--- src/rtl/mb_pf_pkg.sv ---
package mb_pf_pkg;
   localparam int MB_LINES = 4;
   localparam int MB_OFF_W = 2;
   typedef enum logic {
      REQ_DEMAND   = 1'b0,
      REQ_PREFETCH = 1'b1
   } req_kind_e;
endpackage

--- src/rtl/mb_pf_table.sv ---
module mb_pf_table #(
   parameter int TAG_W   = 14,
   parameter int ENTRIES = 8,
   parameter int THRESH  = 2
) (
   input  logic                              clk,
   input  logic                              rst,
   input  logic                              dem_en,
   input  logic [TAG_W-1:0]                  dem_tag,
   input  logic [mb_pf_pkg::MB_OFF_W-1:0]    dem_off,
   output logic                              fire,
   output logic [TAG_W-1:0]                  fire_tag,
   output logic [mb_pf_pkg::MB_LINES-1:0]    fire_mask
);
   import mb_pf_pkg::*;
   localparam int IDX_W = (ENTRIES > 1) ? $clog2(ENTRIES) : 1;

   initial begin
      assert (THRESH >= 1 && THRESH <= MB_LINES) else $error("THRESH out of range");
      assert (ENTRIES >= 1) else $error("ENTRIES must be positive");
   end

   logic [TAG_W-1:0]    tag_q  [ENTRIES];
   logic [MB_LINES-1:0] mask_q [ENTRIES];
   logic                vld_q  [ENTRIES];
   logic                done_q [ENTRIES];
   logic [IDX_W-1:0]    alloc_ptr;
   logic [ENTRIES-1:0]  hit_vec;

   logic                hit, cur_done;
   logic [IDX_W-1:0]    hit_idx, wr_idx;
   logic [MB_LINES-1:0] cur_mask, new_mask;

   for (genvar e = 0; e < ENTRIES; e++) begin : g_cmp
      assign hit_vec[e] = vld_q[e] && (tag_q[e] == dem_tag);
   end

   always_comb begin
      hit     = 1'b0;
      hit_idx = '0;
      for (int e = 0; e < ENTRIES; e++) begin
         if (hit_vec[e]) begin
            hit     = 1'b1;
            hit_idx = IDX_W'(e);
         end
      end
      cur_mask  = hit ? mask_q[hit_idx] : '0;
      cur_done  = hit ? done_q[hit_idx] : 1'b0;
      new_mask  = cur_mask | (MB_LINES'(1) << dem_off);
      fire      = dem_en && !cur_done && ($countones(new_mask) >= THRESH);
      fire_mask = ~new_mask;
      fire_tag  = dem_tag;
      wr_idx    = hit ? hit_idx : alloc_ptr;
   end

   always_ff @(posedge clk) begin
      if (rst) begin
         alloc_ptr <= '0;
         for (int e = 0; e < ENTRIES; e++) begin
            vld_q[e]  <= 1'b0;
            done_q[e] <= 1'b0;
         end
      end else if (dem_en) begin
         tag_q[wr_idx]  <= dem_tag;
         mask_q[wr_idx] <= new_mask;
         vld_q[wr_idx]  <= 1'b1;
         done_q[wr_idx] <= cur_done | fire;
         if (!hit)
            alloc_ptr <= (alloc_ptr == IDX_W'(ENTRIES - 1)) ? '0 : alloc_ptr + 1'b1;
      end
   end

   // a firing block has exactly THRESH demanded lines
   a_r3_fire_count: assert property (@(posedge clk) disable iff (rst)
      fire |-> ($countones(fire_mask) == MB_LINES - THRESH));

   // the demanded line is never among its own prefetches
   a_r4_skip_demanded: assert property (@(posedge clk) disable iff (rst)
      fire |-> !fire_mask[dem_off]);

   // a block that just fired does not fire again on the next demand to it
   a_r5_fire_once: assert property (@(posedge clk) disable iff (rst)
      fire |=> !(dem_en && dem_tag == $past(dem_tag) && fire));
endmodule

--- src/rtl/mb_pf_queue.sv ---
module mb_pf_queue #(
   parameter int LINE_W = 16,
   parameter int DEPTH  = 4
) (
   input  logic                           clk,
   input  logic                           rst,
   input  logic                           pop,
   input  logic                           cancel_en,
   input  logic [LINE_W-1:0]              cancel_line,
   input  logic [mb_pf_pkg::MB_LINES-1:0] push_mask,
   input  logic [LINE_W-3:0]              push_tag,
   output logic                           head_valid,
   output logic [LINE_W-1:0]              head_line
);
   import mb_pf_pkg::*;
   localparam int IW = (DEPTH > 1) ? $clog2(DEPTH) : 1;

   initial begin
      assert (DEPTH >= 1) else $error("DEPTH must be positive");
   end

   logic [LINE_W-1:0] ql_q [DEPTH];
   logic              qv_q [DEPTH];
   logic [LINE_W-1:0] nl   [DEPTH];
   logic              nv   [DEPTH];

   always_comb begin
      int n;
      n = 0;
      for (int i = 0; i < DEPTH; i++) begin
         nl[i] = ql_q[i];
         nv[i] = 1'b0;
      end
      for (int i = 0; i < DEPTH; i++) begin
         if (qv_q[i] && !(pop && i == 0) &&
             !(cancel_en && ql_q[i] == cancel_line)) begin
            nl[IW'(n)] = ql_q[i];
            nv[IW'(n)] = 1'b1;
            n = n + 1;
         end
      end
      for (int j = 0; j < MB_LINES; j++) begin
         if (push_mask[j] && n < DEPTH) begin
            nl[IW'(n)] = {push_tag, MB_OFF_W'(j)};
            nv[IW'(n)] = 1'b1;
            n = n + 1;
         end
      end
   end

   always_ff @(posedge clk) begin
      for (int i = 0; i < DEPTH; i++) begin
         ql_q[i] <= nl[i];
         qv_q[i] <= rst ? 1'b0 : nv[i];
      end
   end

   assign head_valid = qv_q[0];
   assign head_line  = ql_q[0];

   // a stalled head that is not cancelled holds
   a_r6_hold_stall: assert property (@(posedge clk) disable iff (rst)
      (head_valid && !pop && !(cancel_en && cancel_line == head_line))
      |=> (head_valid && head_line == $past(head_line)));

   // a cancelled line is not at the head afterwards
   a_r8_cancel_gone: assert property (@(posedge clk) disable iff (rst)
      cancel_en |=> !(head_valid && head_line == $past(cancel_line)));

   // the queue comes out of reset empty
   a_r11_reset_empty: assert property (@(posedge clk)
      $fell(rst) |-> !head_valid);
endmodule

--- src/rtl/mb_prefetcher.sv ---
module mb_prefetcher #(
   parameter int LINE_W  = 16,
   parameter int ENTRIES = 8,
   parameter int DEPTH   = 4,
   parameter int THRESH  = 2
) (
   input  logic              clk,
   input  logic              rst,
   input  logic              dem_valid,
   output logic              dem_ready,
   input  logic [LINE_W-1:0] dem_line,
   output logic              pf_valid,
   input  logic              pf_ready,
   output logic [LINE_W-1:0] pf_line,
   output logic              pf_kind
);
   import mb_pf_pkg::*;
   localparam int TAG_W = LINE_W - MB_OFF_W;

   initial begin
      assert (LINE_W > MB_OFF_W) else $error("LINE_W too small");
   end

   logic                dem_acc, fire, pop;
   logic [TAG_W-1:0]    fire_tag;
   logic [MB_LINES-1:0] fire_mask;

   assign dem_ready = 1'b1;
   assign dem_acc   = dem_valid && dem_ready;
   assign pop       = pf_valid && pf_ready;
   assign pf_kind   = REQ_PREFETCH;

   mb_pf_table #(.TAG_W(TAG_W), .ENTRIES(ENTRIES), .THRESH(THRESH)) u_table (
      .clk       (clk),
      .rst       (rst),
      .dem_en    (dem_acc),
      .dem_tag   (dem_line[LINE_W-1:MB_OFF_W]),
      .dem_off   (dem_line[MB_OFF_W-1:0]),
      .fire      (fire),
      .fire_tag  (fire_tag),
      .fire_mask (fire_mask)
   );

   mb_pf_queue #(.LINE_W(LINE_W), .DEPTH(DEPTH)) u_queue (
      .clk         (clk),
      .rst         (rst),
      .pop         (pop),
      .cancel_en   (dem_acc),
      .cancel_line (dem_line),
      .push_mask   (fire ? fire_mask : '0),
      .push_tag    (fire_tag),
      .head_valid  (pf_valid),
      .head_line   (pf_line)
   );
endmodule

--- config.mk ---
export PLATFORM = sky130hd
export DESIGN_NAME = mb_prefetcher
export DESIGN_NICKNAME = d
export VERILOG_FILES = /design/src/rtl/mb_pf_pkg.sv /design/src/rtl/mb_pf_table.sv /design/src/rtl/mb_pf_queue.sv /design/src/rtl/mb_prefetcher.sv
export SDC_FILE = /design/constraint.sdc
export NUM_CORES = 1
export LEC_CHECK = 0
export BUFFER_PORTS_ARGS = -buffer_cell sky130_fd_sc_hd__buf_4
export CORE_MARGIN = 4
export CORE_UTILIZATION = 60
export DETAILED_ROUTE_END_ITERATION = 10
export PLACE_DENSITY_LB_ADDON = 0.1
export SLEW_MARGIN = 15
export SYNTH_ARGS = -nofsm -noshare
export SYNTH_HDL_FRONTEND = slang
export SYNTH_SLANG_ARGS = --single-unit
export TNS_END_PERCENT = 20
--- constraint.sdc ---
create_clock -name clk -period 21.5 [get_ports clk]
set_clock_uncertainty 0.15 [all_clocks]
set_input_delay 4.3 -clock clk [delete_from_list [all_inputs] [get_ports clk]]
set_output_delay 4.3 -clock clk [all_outputs]
set_load 0.01 [all_outputs]
==> metrics.csv <==
metric,value,unit
drtIter0Drc,645,
grt_pass1_vias,8248,
hold_viol,0,
worst_hold_startpoint,u_table.vld_q[0]$_DFF_P_,
clk_latency,0.54,ns
holdPathStages,2,
pre_cts_ws,8.47,ns
worstSetupPathType,input port to flop,
p_sw,378,µW
row_count,52,
worstPathRequired,21.75,ns
via_count,8474,
synth_compound_area_share,8.09,%
setup_slack,8.79,ns
ir_drop,72.3,µV
gp_congestion,0.907,
r2r_end,u_queue.ql_q[1][10]$_DFF_P_,
synth_edf_count,152,
drt_drc_violations_left,0,
cp_num_buf_inv,2,
fin_nets,1140,
grt_overflow,0,
switching_share,28.9,%
fp.dieH,152,µm
grt_use_met2,47.4,%
tightest_slew,1.17,ns
p_clk_share,32.6,%
endpoint_kind,flop,
fin_setup_tns,0,ns
cp_slowest_stage_delay,1.03,ns
wirelength,30500,µm
cts_sinks,231,
ys_seq_area_share,49.6,%
drtAntennaViolNets,0,
vias_per_cell,6.12,
worstRegToRegCells,24,
combPwrFrac,22.0,%
cts-root-buf,clkbuf_16,
ys_seq_elements,231,
post-cts-setup-buffer-count,0,
slew_headroom,21.1,%
layout-drive-gt1-share,14.9,%
synth-xor-area-share,13.0,%
syn_area_per_cell,11.5,µm²
met3_usage,3.24,%
crit_slowest_cell,a2111oi_2,
syn_inst,1080,
synthAdderAreaFrac,2.59,%
timing.hold.ws,0.362,ns
cts_buffers,25,
antenna_cells,0,
fin_crit,12.71,ns
grt_use_met1,33.4,%
status,"finished, final reports clean",
synth_top_family_by_area,XOR/XNOR gates,
postLayoutCoreUtil,66.7,%
seqPwrFrac,45.4,%
cap_violations,0,
grtUsageTotal,26.7,%
hp-class,flop to flop,
power.density,96.8,nW/µm²
internal_power,929,µW
slew_violations,0,
synth_ff_type,edfxtp_1,
synthMuxAreaShare,10.2,%
cp_max_fo,24,
cts-htree-levels,1,
area_growth,8.97,%
cts.clk_slew.worst_paths,0.06,ns
yosys_warnings,0,
antenna_found_initial,0,
synth_cell_types,74,
crit_path_start_kind,input port,
critPathTopFamily,compound AO/OA/AOI/OAI gates,
wl_per_cell,22.1,µm
p_leak,4.86,nW
rsz0062_at_grt,no,
cp.arrival,12.96,ns
synth-simple-area-share,12.2,%
async_flop_share,0,%
dieWidth,152,µm
grt_pass1_wl,46900,µm
timing.fmax,0.0787,GHz
period_share,59.1,%
dieArea,23000,µm²
reg2reg_from,u_table.tag_q[5][5]$_DFFE_PP_,
holdPathEnd,u_table.vld_q[0]$_DFF_P_,
top_usage_layer,met2,
synthesis.area,12400,µm²
design.core.area,20200,µm²
firstDrtPassIters,5,
portBuffers,36,
cp_common_cell,nand2_1,
clk_path_buf_depth,3,
cts-resized-gates,0,
regToRegSetupSlack,12.41,ns
setup_viol,0,
io_pins,39,
holdBufCountCts,0,
cts_tree,done,
dpl.hpwl,21100,µm
initial_core_util,61.2,%
grt_max_degree,34,
-- layer usage --
| layer | wire [µm] | up-vias |
|---|---|---|
| li1 | - | 3982 |
| met1 | 12500 | 4150 |
| met2 | 15300 | 264 |
| met3 | 1460 | 78 |
| met4 | 1220 | 0 |
| met5 | 0 | - |
-- synthesized netlist by cell type, drive strengths merged (24+ instances only) --
master	number	area (µm²)
edfxtp	152	4560
buf	37	303
a21oi	25	129
o21ai	55	275
mux2	73	822
inv	40	150
nand4	57	357
nor4	27	203
xnor2	149	1350
nor2	46	173
mux2i	44	440
ha	24	300
xor2	30	263
nand2	60	225
nand3	38	190
dfxtp	79	1580
-- cell usage in the layout, fill, tap and decap left out, drive strengths merged, types with 3 or more instances in the layout --
cell type,n
a211oi,6
a21boi,4
a21o,5
a21oi,25
a22oi,3
a31oi,8
and2,6
and3,6
buf,43
clkbuf,34
clkinv,9
dfxtp,79
edfxtp,152
ha,24
inv,41
mux2,73
mux2i,44
nand2,60
nand2b,14
nand3,38
nand4,57
nor2,46
nor2b,6
nor3,6
nor4,27
o211ai,11
o21ai,55
or2,4
or4,6
xnor2,149
xor2,30
-- logic make-up after synthesis --
family | count (synthesis)
DFF | 231
buffers and inverters | 96
muxes | 117
other | 1
adders and majority gates | 25
AOI/OAI and AO/OA | 148
and+or+nand+nor | 283
xor gates and xnor gates | 179
-- power by group through the flow --
stage / clock, mW / sequential [mW] / combinational (mW)
after detailed placement: 0 / 0.602 / 0.285
after global placement: 0 / 0.601 / 0.281
after global routing: 0.451 / 0.601 / 0.317
final: 0.426 / 0.593 / 0.287
after floorplan: 0 / 0.592 / 0.202
after CTS: 0.432 / 0.593 / 0.288
-- flip-flops by register name, summed over array words and instances, names as in the netlist --
register           cells
u_queue.qv_q           4
u_table.done_q         8
u_table.tag_q        112
u_queue.ql_q          64
u_table.vld_q          8
u_table.mask_q        32
u_table.alloc_ptr      3
-- through the flow --
step,cell area [µm²],power [mW],cells
detailed placement,12700,0.886,1338
CTS,13500,1.31,1384
finish,13500,1.31,1384
floorplan,12400,0.794,1081
global placement,12700,0.882,1338
global route,13500,1.37,1384
-- area by class of cell --
type / instances / area (µm²)
multi-input cells: 754 / 5720
inverters: 40 / 150
clock inverters: 12 / 125
fillers: 1625 / 6740
clock buffers: 34 / 691
flip-flops and latches: 231 / 6150
repair buffers: 43 / 323
well taps: 270 / 338
-- worst max-delay path by stage --
stage	start	to	cells past startpoint
after floorplan	dem_line[11]	u_queue.ql_q[0][10]$_DFF_P_	28
after global placement	dem_line[10]	u_queue.ql_q[0][11]$_DFF_P_	25
after detailed placement	dem_line[10]	u_queue.ql_q[1][10]$_DFF_P_	25
after CTS	dem_line[10]	u_queue.ql_q[1][10]$_DFF_P_	25
after global routing	dem_line[10]	u_queue.ql_q[1][10]$_DFF_P_	25
final	dem_line[14]	u_queue.ql_q[1][10]$_DFF_P_	25
-- worst min-delay path: cells and delay by family, from the launching register on --
family                 cells  cell delay (ns)
DFF                        1             0.34
AOI/OAI and AO/OA          1             0.07
buffers and inverters      1             0.05
No activity file was read; power rests on OpenSTA's default activity.
